File: config.mk
export PLATFORM = sky130hd
export DESIGN_NAME = cpu_dram_bridge
export DESIGN_NICKNAME = d
export VERILOG_FILES = /design/src/rtl/bridge_pkg.sv /design/src/rtl/bridge_bank_reg.sv /design/src/rtl/bridge_access_fsm.sv /design/src/rtl/bridge_lane_path.sv /design/src/rtl/cpu_dram_bridge.sv
export SDC_FILE = /design/constraint.sdc
export NUM_CORES = 1
export LEC_CHECK = 0
export BUFFER_PORTS_ARGS = -buffer_cell sky130_fd_sc_hd__buf_4
export CORE_ASPECT_RATIO = 1.25
export CORE_MARGIN = 4
export CORE_UTILIZATION = 51
export CTS_CLUSTER_SIZE = 14
export DETAILED_ROUTE_END_ITERATION = 8
export PLACE_DENSITY_LB_ADDON = 0.2
export SYNTH_ARGS = -nofsm -noshare
export SYNTH_HDL_FRONTEND = slang
export SYNTH_SLANG_ARGS = --single-unit
File: constraint.sdc
create_clock -name clk -period 2.7 [get_ports clk]
set_input_delay 0 -clock clk [delete_from_list [all_inputs] [get_ports clk]]
set_output_delay 0 -clock clk [all_outputs]
set_load 0.005 [all_outputs]
File: src/rtl/bridge_pkg.sv
package bridge_pkg;
  parameter int CPU_AW = 16;
  parameter int CPU_DW = 8;
  parameter int MEM_DW = 32;
  parameter int BANK_W = 7;

  localparam int PHYS_AW = CPU_AW + BANK_W;
  localparam int LANES   = MEM_DW / CPU_DW;
  localparam int LANE_W  = $clog2(LANES);
  localparam int WORD_AW = PHYS_AW - LANE_W;

  typedef enum logic [1:0] {
    ST_IDLE = 2'd0,
    ST_RD   = 2'd1,
    ST_WR   = 2'd2
  } acc_state_t;

  function automatic logic [PHYS_AW-1:0] phys_of(input logic [BANK_W-1:0] bank,
                                                input logic [CPU_AW-1:0] addr);
    return {bank, addr};
  endfunction

  function automatic logic [WORD_AW-1:0] word_of(input logic [PHYS_AW-1:0] phys);
    return phys[PHYS_AW-1:LANE_W];
  endfunction

  function automatic logic [LANE_W-1:0] lane_of(input logic [PHYS_AW-1:0] phys);
    return phys[LANE_W-1:0];
  endfunction

  function automatic logic [LANES-1:0] lane_mask(input logic [LANE_W-1:0] lane);
    logic [LANES-1:0] m;
    m = '0;
    m[lane] = 1'b1;
    return m;
  endfunction

  function automatic logic [MEM_DW-1:0] spread(input logic [CPU_DW-1:0] b);
    return {LANES{b}};
  endfunction

  function automatic logic [CPU_DW-1:0] pick(input logic [MEM_DW-1:0] w,
                                             input logic [LANE_W-1:0] lane);
    return w[lane*CPU_DW +: CPU_DW];
  endfunction
endpackage

File: src/rtl/bridge_bank_reg.sv
module bridge_bank_reg
  import bridge_pkg::*;
#(
  parameter logic [CPU_AW-1:0] IO_ADDR = 16'hFF90
) (
  input  logic              clk,
  input  logic              rst_n,
  input  logic              cpu_req,
  input  logic              cpu_we,
  input  logic [CPU_AW-1:0] cpu_addr,
  input  logic [BANK_W-1:0] bank_in,
  input  logic              idle,
  output logic [BANK_W-1:0] bank,
  output logic              bank_wr_evt
);
  assign bank_wr_evt = idle && cpu_req && cpu_we && (cpu_addr == IO_ADDR);

  always_ff @(posedge clk) begin
    if (!rst_n)           bank <= '0;
    else if (bank_wr_evt) bank <= bank_in;
  end
endmodule

File: src/rtl/bridge_access_fsm.sv
module bridge_access_fsm
  import bridge_pkg::*;
(
  input  logic       clk,
  input  logic       rst_n,
  input  logic       start,
  input  logic       start_we,
  input  logic       mem_ack,
  output acc_state_t state,
  output logic       idle,
  output logic       done_rd,
  output logic       mem_write,
  output logic       mem_strobe,
  output logic       mem_cycle
);
  acc_state_t nxt;
  logic       done_evt;

  assign idle     = (state == ST_IDLE);
  assign done_evt = !idle && mem_ack;
  assign done_rd  = done_evt && (state == ST_RD);

  always_comb begin
    nxt = state;
    unique case (state)
      ST_IDLE: if (start) nxt = start_we ? ST_WR : ST_RD;
      ST_RD,
      ST_WR:   if (mem_ack) nxt = ST_IDLE;
      default: nxt = ST_IDLE;
    endcase
  end

  always_ff @(posedge clk) begin
    if (!rst_n) begin
      state      <= ST_IDLE;
      mem_write  <= 1'b0;
      mem_strobe <= 1'b0;
      mem_cycle  <= 1'b0;
    end else begin
      state <= nxt;
      if (idle && start) begin
        mem_write  <= start_we;
        mem_strobe <= 1'b1;
        mem_cycle  <= 1'b1;
      end else if (done_evt) begin
        mem_write  <= 1'b0;
        mem_strobe <= 1'b0;
        mem_cycle  <= 1'b0;
      end
    end
  end
endmodule

File: src/rtl/bridge_lane_path.sv
module bridge_lane_path
  import bridge_pkg::*;
(
  input  logic               clk,
  input  logic               rst_n,
  input  logic               load,
  input  logic               load_we,
  input  logic [PHYS_AW-1:0] phys,
  input  logic [CPU_DW-1:0]  wdata,
  input  logic               done_rd,
  input  logic [MEM_DW-1:0]  mem_rdata,
  output logic [WORD_AW-1:0] mem_addr,
  output logic [MEM_DW-1:0]  mem_wdata,
  output logic [LANES-1:0]   mem_bmask,
  output logic [CPU_DW-1:0]  cpu_rdata
);
  logic [LANE_W-1:0] lane_q;

  always_ff @(posedge clk) begin
    if (!rst_n) begin
      mem_addr  <= '0;
      mem_wdata <= '0;
      mem_bmask <= '0;
      lane_q    <= '0;
    end else if (load) begin
      mem_addr  <= word_of(phys);
      lane_q    <= lane_of(phys);
      mem_wdata <= load_we ? spread(wdata) : '0;
      mem_bmask <= load_we ? lane_mask(lane_of(phys)) : '0;
    end
  end

  always_ff @(posedge clk) begin
    if (!rst_n)       cpu_rdata <= '0;
    else if (done_rd) cpu_rdata <= pick(mem_rdata, lane_q);
  end
endmodule

File: src/rtl/cpu_dram_bridge.sv
module cpu_dram_bridge
  import bridge_pkg::*;
#(
  parameter logic [CPU_AW-1:0] BANK_IO_ADDR = 16'hFF90
) (
  input  logic               clk,
  input  logic               rst_n,
  input  logic               cpu_req,
  input  logic               cpu_we,
  input  logic [CPU_AW-1:0]  cpu_addr,
  input  logic [CPU_DW-1:0]  cpu_wdata,
  output logic [CPU_DW-1:0]  cpu_rdata,
  output logic               cpu_ready,
  output logic               mem_write,
  output logic               mem_strobe,
  output logic               mem_cycle,
  output logic [WORD_AW-1:0] mem_addr,
  output logic [MEM_DW-1:0]  mem_wdata,
  output logic [LANES-1:0]   mem_bmask,
  input  logic [MEM_DW-1:0]  mem_rdata,
  input  logic               mem_ack
);
  logic               idle;
  logic               done_rd;
  logic               bank_wr_evt;
  logic               accept_evt;
  logic [BANK_W-1:0]  bank;
  logic [PHYS_AW-1:0] phys;
  acc_state_t         state;

  assign accept_evt = idle && cpu_req && !bank_wr_evt;
  assign phys       = phys_of(bank, cpu_addr);
  assign cpu_ready  = idle;

  bridge_bank_reg #(.IO_ADDR(BANK_IO_ADDR)) u_bank (
    .clk        (clk),
    .rst_n      (rst_n),
    .cpu_req    (cpu_req),
    .cpu_we     (cpu_we),
    .cpu_addr   (cpu_addr),
    .bank_in    (cpu_wdata[BANK_W-1:0]),
    .idle       (idle),
    .bank       (bank),
    .bank_wr_evt(bank_wr_evt)
  );

  bridge_access_fsm u_fsm (
    .clk       (clk),
    .rst_n     (rst_n),
    .start     (accept_evt),
    .start_we  (cpu_we),
    .mem_ack   (mem_ack),
    .state     (state),
    .idle      (idle),
    .done_rd   (done_rd),
    .mem_write (mem_write),
    .mem_strobe(mem_strobe),
    .mem_cycle (mem_cycle)
  );

  bridge_lane_path u_lane (
    .clk      (clk),
    .rst_n    (rst_n),
    .load     (accept_evt),
    .load_we  (cpu_we),
    .phys     (phys),
    .wdata    (cpu_wdata),
    .done_rd  (done_rd),
    .mem_rdata(mem_rdata),
    .mem_addr (mem_addr),
    .mem_wdata(mem_wdata),
    .mem_bmask(mem_bmask),
    .cpu_rdata(cpu_rdata)
  );
endmodule

# Word level (Yosys, flattened, before mapping)
# Index checks and enable logic that the tools add are counted.
# word_totals
reg_bits,78
inputBits,61
out_inout_bits,69
word_cells,42
# classes
n_lt_le_gt_ge,2
n_eq_ne,5
n_shift,1
n_mux,11
reduce_logical,14
# op_table
operator,n
$mux W32,1
$shiftx A32 B6 Y8,1
$eq A16 B16 Y1 const B,1
$logic_and A1 B1 Y1,8
$mux W2,3
$mux W1,4
$mux W4,1
$pmux W2 S2,1
$lt A2 B3 Y1 const B,1
$demux W1 S2,1
$eq A2 B1 Y1 const B,1
$eq A2 B2 Y1 const B,1
$ge A2 B1 Y1 const B,1
$logic_not A1 Y1,2
$logic_not A2 Y1,1
$ne A2 B1 Y1 const B,1
$ne A2 B2 Y1 const B,1
$reduce_and A2 Y1,1
$reduce_bool A2 Y1,1
$reduce_or A2 Y1,1

# Longest topological paths before layout
# depth
depth_word,8
mapped_depth,7
depth_no_buf,6

# Hierarchy
# A second synthesis with hierarchy kept.
# hier_totals
cells_unflattened,266
hier_area_um2,2698.8
# modules_own_cells
mod,n_inst,cells_per_inst,area_per_inst_um2,seq_area_each_um2
bridge_lane_path,1,197,2077.0,860.8
bridge_bank_reg,1,40,362.8,140.1
bridge_access_fsm,1,28,250.2,80.1
cpu_dram_bridge,1,1,8.8,0.0

# Worst setup path after synthesis
# Ideal clock, no wire load.
# synth_path
path_type,register -> register
from,register u_fsm.state[0]
to,register u_lane.mem_addr[10]
setup_time_ns,0.064
arrival_time_ns,1.557
required_time_ns,2.636
setup_slack_ns,1.079
stages_incl_launch_ff,8
n_path_buf,2
period_less_slack_ns,1.621
cell_sequence,dfxtp_1 > inv_1 > ha_1 > nand2_1 > clkbuf_1 > clkbuf_1 > nand3_1 > nand4_1
# synth_between
elab_chain_len,6
# synth_rtl
element,line,rtl
from (decl),bridge_access_fsm.sv:9,"output acc_state_t state,"
from (signal assigned),bridge_access_fsm.sv:40,state <= nxt;
$logic_not A2 Y1 (*),bridge_access_fsm.sv:19,assign idle = (state == ST_IDLE);
named net cpu_ready,cpu_dram_bridge.sv:13,"output logic cpu_ready,"
$logic_and A1 B1 Y1 (*),"bridge_bank_reg.sv:16, cpu_dram_bridge.sv:31",
$logic_and A1 B1 Y1 (2 in a row),bridge_bank_reg.sv:16,assign bank_wr_evt = idle && cpu_req && cpu_we && (cpu_addr == IO_ADDR);
$logic_not A1 Y1,cpu_dram_bridge.sv:31,assign accept_evt = idle && cpu_req && !bank_wr_evt;
$logic_and A1 B1 Y1 (*),cpu_dram_bridge.sv:31,
to (signal assigned),bridge_lane_path.sv:26,mem_addr <= word_of(phys);
to (decl),bridge_lane_path.sv:12,"output logic [WORD_AW-1:0] mem_addr,"
# The timed path passes the listed nets; every way through them passes the cells marked *.
# A chain may end at the register's enable or synchronous reset.

# Worst setup path after layout
# layout_path
from,register u_fsm.state[0]
to,register u_lane.mem_wdata[30]
# layout_between
elab_chain_len,6
# layout_rtl
element,line,rtl
$logic_not A2 Y1 (*),bridge_access_fsm.sv:19,
$logic_and A1 B1 Y1 (*),"bridge_bank_reg.sv:16, cpu_dram_bridge.sv:31",
$logic_and A1 B1 Y1 (2 in a row),bridge_bank_reg.sv:16,
$logic_not A1 Y1,cpu_dram_bridge.sv:31,
$logic_and A1 B1 Y1 (*),cpu_dram_bridge.sv:31,
to (signal assigned),bridge_lane_path.sv:28,mem_wdata <= load_we ? spread(wdata) : '0;
to (decl),bridge_lane_path.sv:13,"output logic [MEM_DW-1:0] mem_wdata,"
# Every way passes the cells marked *; elsewhere a longest branch is shown, timed or not.

==> results.json <==
{
  "status": "finished clean",
  "p_leak_nw": 1.71,
  "multi_input_area_mm2": 0.00150,
  "critical-path-top-delay-family": "compound AO/OA/AOI/OAI gates",
  "slew_headroom": 0.297,
  "overflow": 0,
  "fp.dieH_um": 92.6,
  "synthArstFlopShare": 0,
  "crit_buf_inv": 2,
  "syn_avg_cell_area_um2": 9.11,
  "hpwl_mm": 5.60,
  "skew_ps": 8.85,
  "synth_cell_type_count": 40,
  "cts_root_buffer": "clkbuf_8",
  "min_path_cells": 4,
  "cts_tree": "done",
  "grt_pass1_vias": 2752,
  "seq_area_frac_synth": 0.370,
  "synth_commonest_cells": "dfxtp_1, nand4_1, nand2_1",
  "max_freq_mhz": 479,
  "vias": 2942,
  "end_kind": "flip-flop",
  "start_kind": "flip-flop",
  "path_cells": "inv_1 -> ha_1 -> and2_1 -> buf_4 -> o21ai_1 -> a32o_1",
  "crit_required_ps": 2900,
  "tightestPinTransition_ps": 1050,
  "gp_congestion": 0.770,
  "synth_seq_cells": 54,
  "slew_viol_final": 0,
  "clk_latency_ps": 300,
  "r2r-start": "u_fsm.state[0]",
  "drt_drc_violations_left": 0,
  "powerDensity_mw_per_mm2": 447,
  "start_util": 0.533,
  "hold_start": "mem_ack",
  "first_pass_iters": 4,
  "avgViaCountPerCell": 5.98,
  "synthCells": 321,
  "slowest_delay_ps": 450,
  "arrival_ps": 2290,
  "min_to": "u_fsm.mem_cycle",
  "r2r-end": "u_lane.mem_wdata[30]",
  "ios": 130,
  "crit_path_top_delay_cell": "o21ai_1",
  "cp_max_fo": 35,
  "drive_above_1_share": 0.367,
  "yosys-top-cells-area": "dfxtp_1, nand4_1, buf_4",
  "fin_crit_ps": 2090,
  "cts.sinks": 54,
  "drt_iter0_markers": 232,
  "maxCapViolCount": 0,
  "synth_edf_count": 0,
  "regArea_mm2": 0.00108,
  "ir_worst_vdd_v": 0.000296,
  "finalHoldViolCount": 0,
  "dieArea_mm2": 0.00701,
  "antenna_found_initial": 0,
  "setup_viol": 0,
  "holdCritPathClass": "input pin to flip-flop",
  "grt_util_all_layers": 0.231,
  "grt_pass1_wl_mm": 13.0,
  "layout.nets": 490,
  "rr_worst_depth": 6,
  "syn_area_mm2": 0.00292,
  "grt_max_degree": 70,
  "synth.most_common_cell": "dfxtp_1",
  "rrSetupSlack_ps": 610,
  "synth_top_area_frac": 0.370,
  "wl_per_cell_um": 16.8,
  "num_rows": 30,
  "htreeDepth": 2,
  "rsz0062_at_grt": "no",
  "n_fill_cell": 410,
  "route.antenna.remaining_nets": 0,
  "critPathKind": "flip-flop to flip-flop",
  "io_buffers": 129,
  "diodes": 0,
  "routed_wl_mm": 8.29,
  "ys.flop_type": "dfxtp_1",
  "synth_nets": 384,
  "die_width_um": 75.7,
  "design_area_mm2": 0.00403,
  "dpl_cell_area_mm2": 0.00368,
  "clockBufferDepth": 2,
  "fin_tns_setup_ps": 0,
  "syn_to_final_growth_pct": 37.8,
  "period_share": 0.773,
  "clk_pin_slew_worst_paths_ps": 100,
  "yosys.area.top_type": "dfxtp_1",
  "cts_inserted_buffers": 5,
  "yosys_warnings": 0,
  "core_mm2": 0.00548
}
==> placed cells by master (no fill, tap or decap), types with 4 or more instances in the layout <==
cell,instances
inv_1,4
nor2_1,10
dlygate4sd3_1,24
nand4_1,48
buf_4,134
clkbuf_8,5
a21boi_0,9
o311ai_0,7
mux4_2,8
a32o_1,12
and3_1,13
a311o_1,6
nand2_1,35
dfxtp_1,54
mux2i_1,7
a41oi_1,7
nand3_1,16
==> power by group <==
part           leakage [nW]  switching [W]  internal [W]  total (W)
logic                  1.22       0.000172      0.000214   0.000387
clock network        0.0514       0.000261      0.000277   0.000538
registers             0.440      0.0000410      0.000835   0.000876
==> sequential cells by signal (all words and copies together) (netlist names) <==
signal and flops:
u_lane.lane_q 2, u_lane.cpu_rdata 8, u_lane.mem_wdata 8, u_lane.mem_bmask 4, u_fsm.mem_write 1, u_bank.bank 7
u_fsm.mem_cycle 1, u_fsm.state 2, u_lane.mem_addr 21
==> stage by stage <==
stage	util	cells	total power [W]	hold slack (ps)	setup WS, ps
4_1_cts	0.735	492	0.00180	62.5	596
3_3_place_gp	0.671	460	0.00124	213	690
5_1_grt	0.735	492	0.00187	136	400
6_report	0.735	492	0.00180	68.8	612
2_1_floorplan	-	321	0.00108	126	1080
3_5_place_dp	0.671	460	0.00125	220	637
==> worst max path at each step <==
stage	start	end	slack, ps	cells past startpoint
floorplan	u_fsm.state[0]	u_lane.mem_addr[10]	1080	7
global placement	u_fsm.state[0]	u_lane.mem_wdata[24]	690	6
detailed placement	u_fsm.state[0]	u_lane.mem_wdata[25]	640	6
CTS	cpu_addr[3]	u_fsm.mem_cycle	600	6
global route	cpu_addr[3]	u_fsm.mem_cycle	400	6
finish	u_fsm.state[0]	u_lane.mem_wdata[30]	610	6
==> kinds of logic (layout without fill, tap and decap cells) <==
logic type                 Yosys count  after routing  synth area share
adders and majority gates            2              2           0.00856
and+or+nand+nor                    139            139             0.276
muxes                               15             15            0.0856
AOI/OAI and AO/OA                   48             48             0.142
buffers and inverters               63            170             0.118
DFF                                 54             54             0.370
==> worst reg2reg max path: stages (launching register included) <==
cell and delay (ps):
dfxtp_1 330, inv_1 70, ha_1 250, and2_1 150, buf_4 330, o21ai_1 450, a32o_1 410
==> repair_timing <==
item                                   in CTS  in global routing
setup buffers                               0                  0
hold buffers                               24                  0
setup endpoints to repair                   0                  0
endpoints found under the hold margin      32                  0
gates resized for setup                     0                  0
==> layout make-up <==
| class | instances | share of cell area |
|---|---|---|
| multi-input combinational | 204 | 0.371 |
| timing repair buffer | 158 | 0.309 |
| sequential | 54 | 0.268 |
| tap | 64 | 0.0199 |
| clock buffer | 6 | 0.0180 |
| clock inverter | 2 | 0.00932 |
| inverter | 4 | 0.00373 |
==> routing by layer <==
metal | track usage | wire length (µm)
met5 | 0 | 0
met4 | 0.0671 | 119
met3 | 0.0521 | 797
met2 | 0.396 | 4210
met1 | 0.283 | 3160
Power figures use the tool's default switching activity.
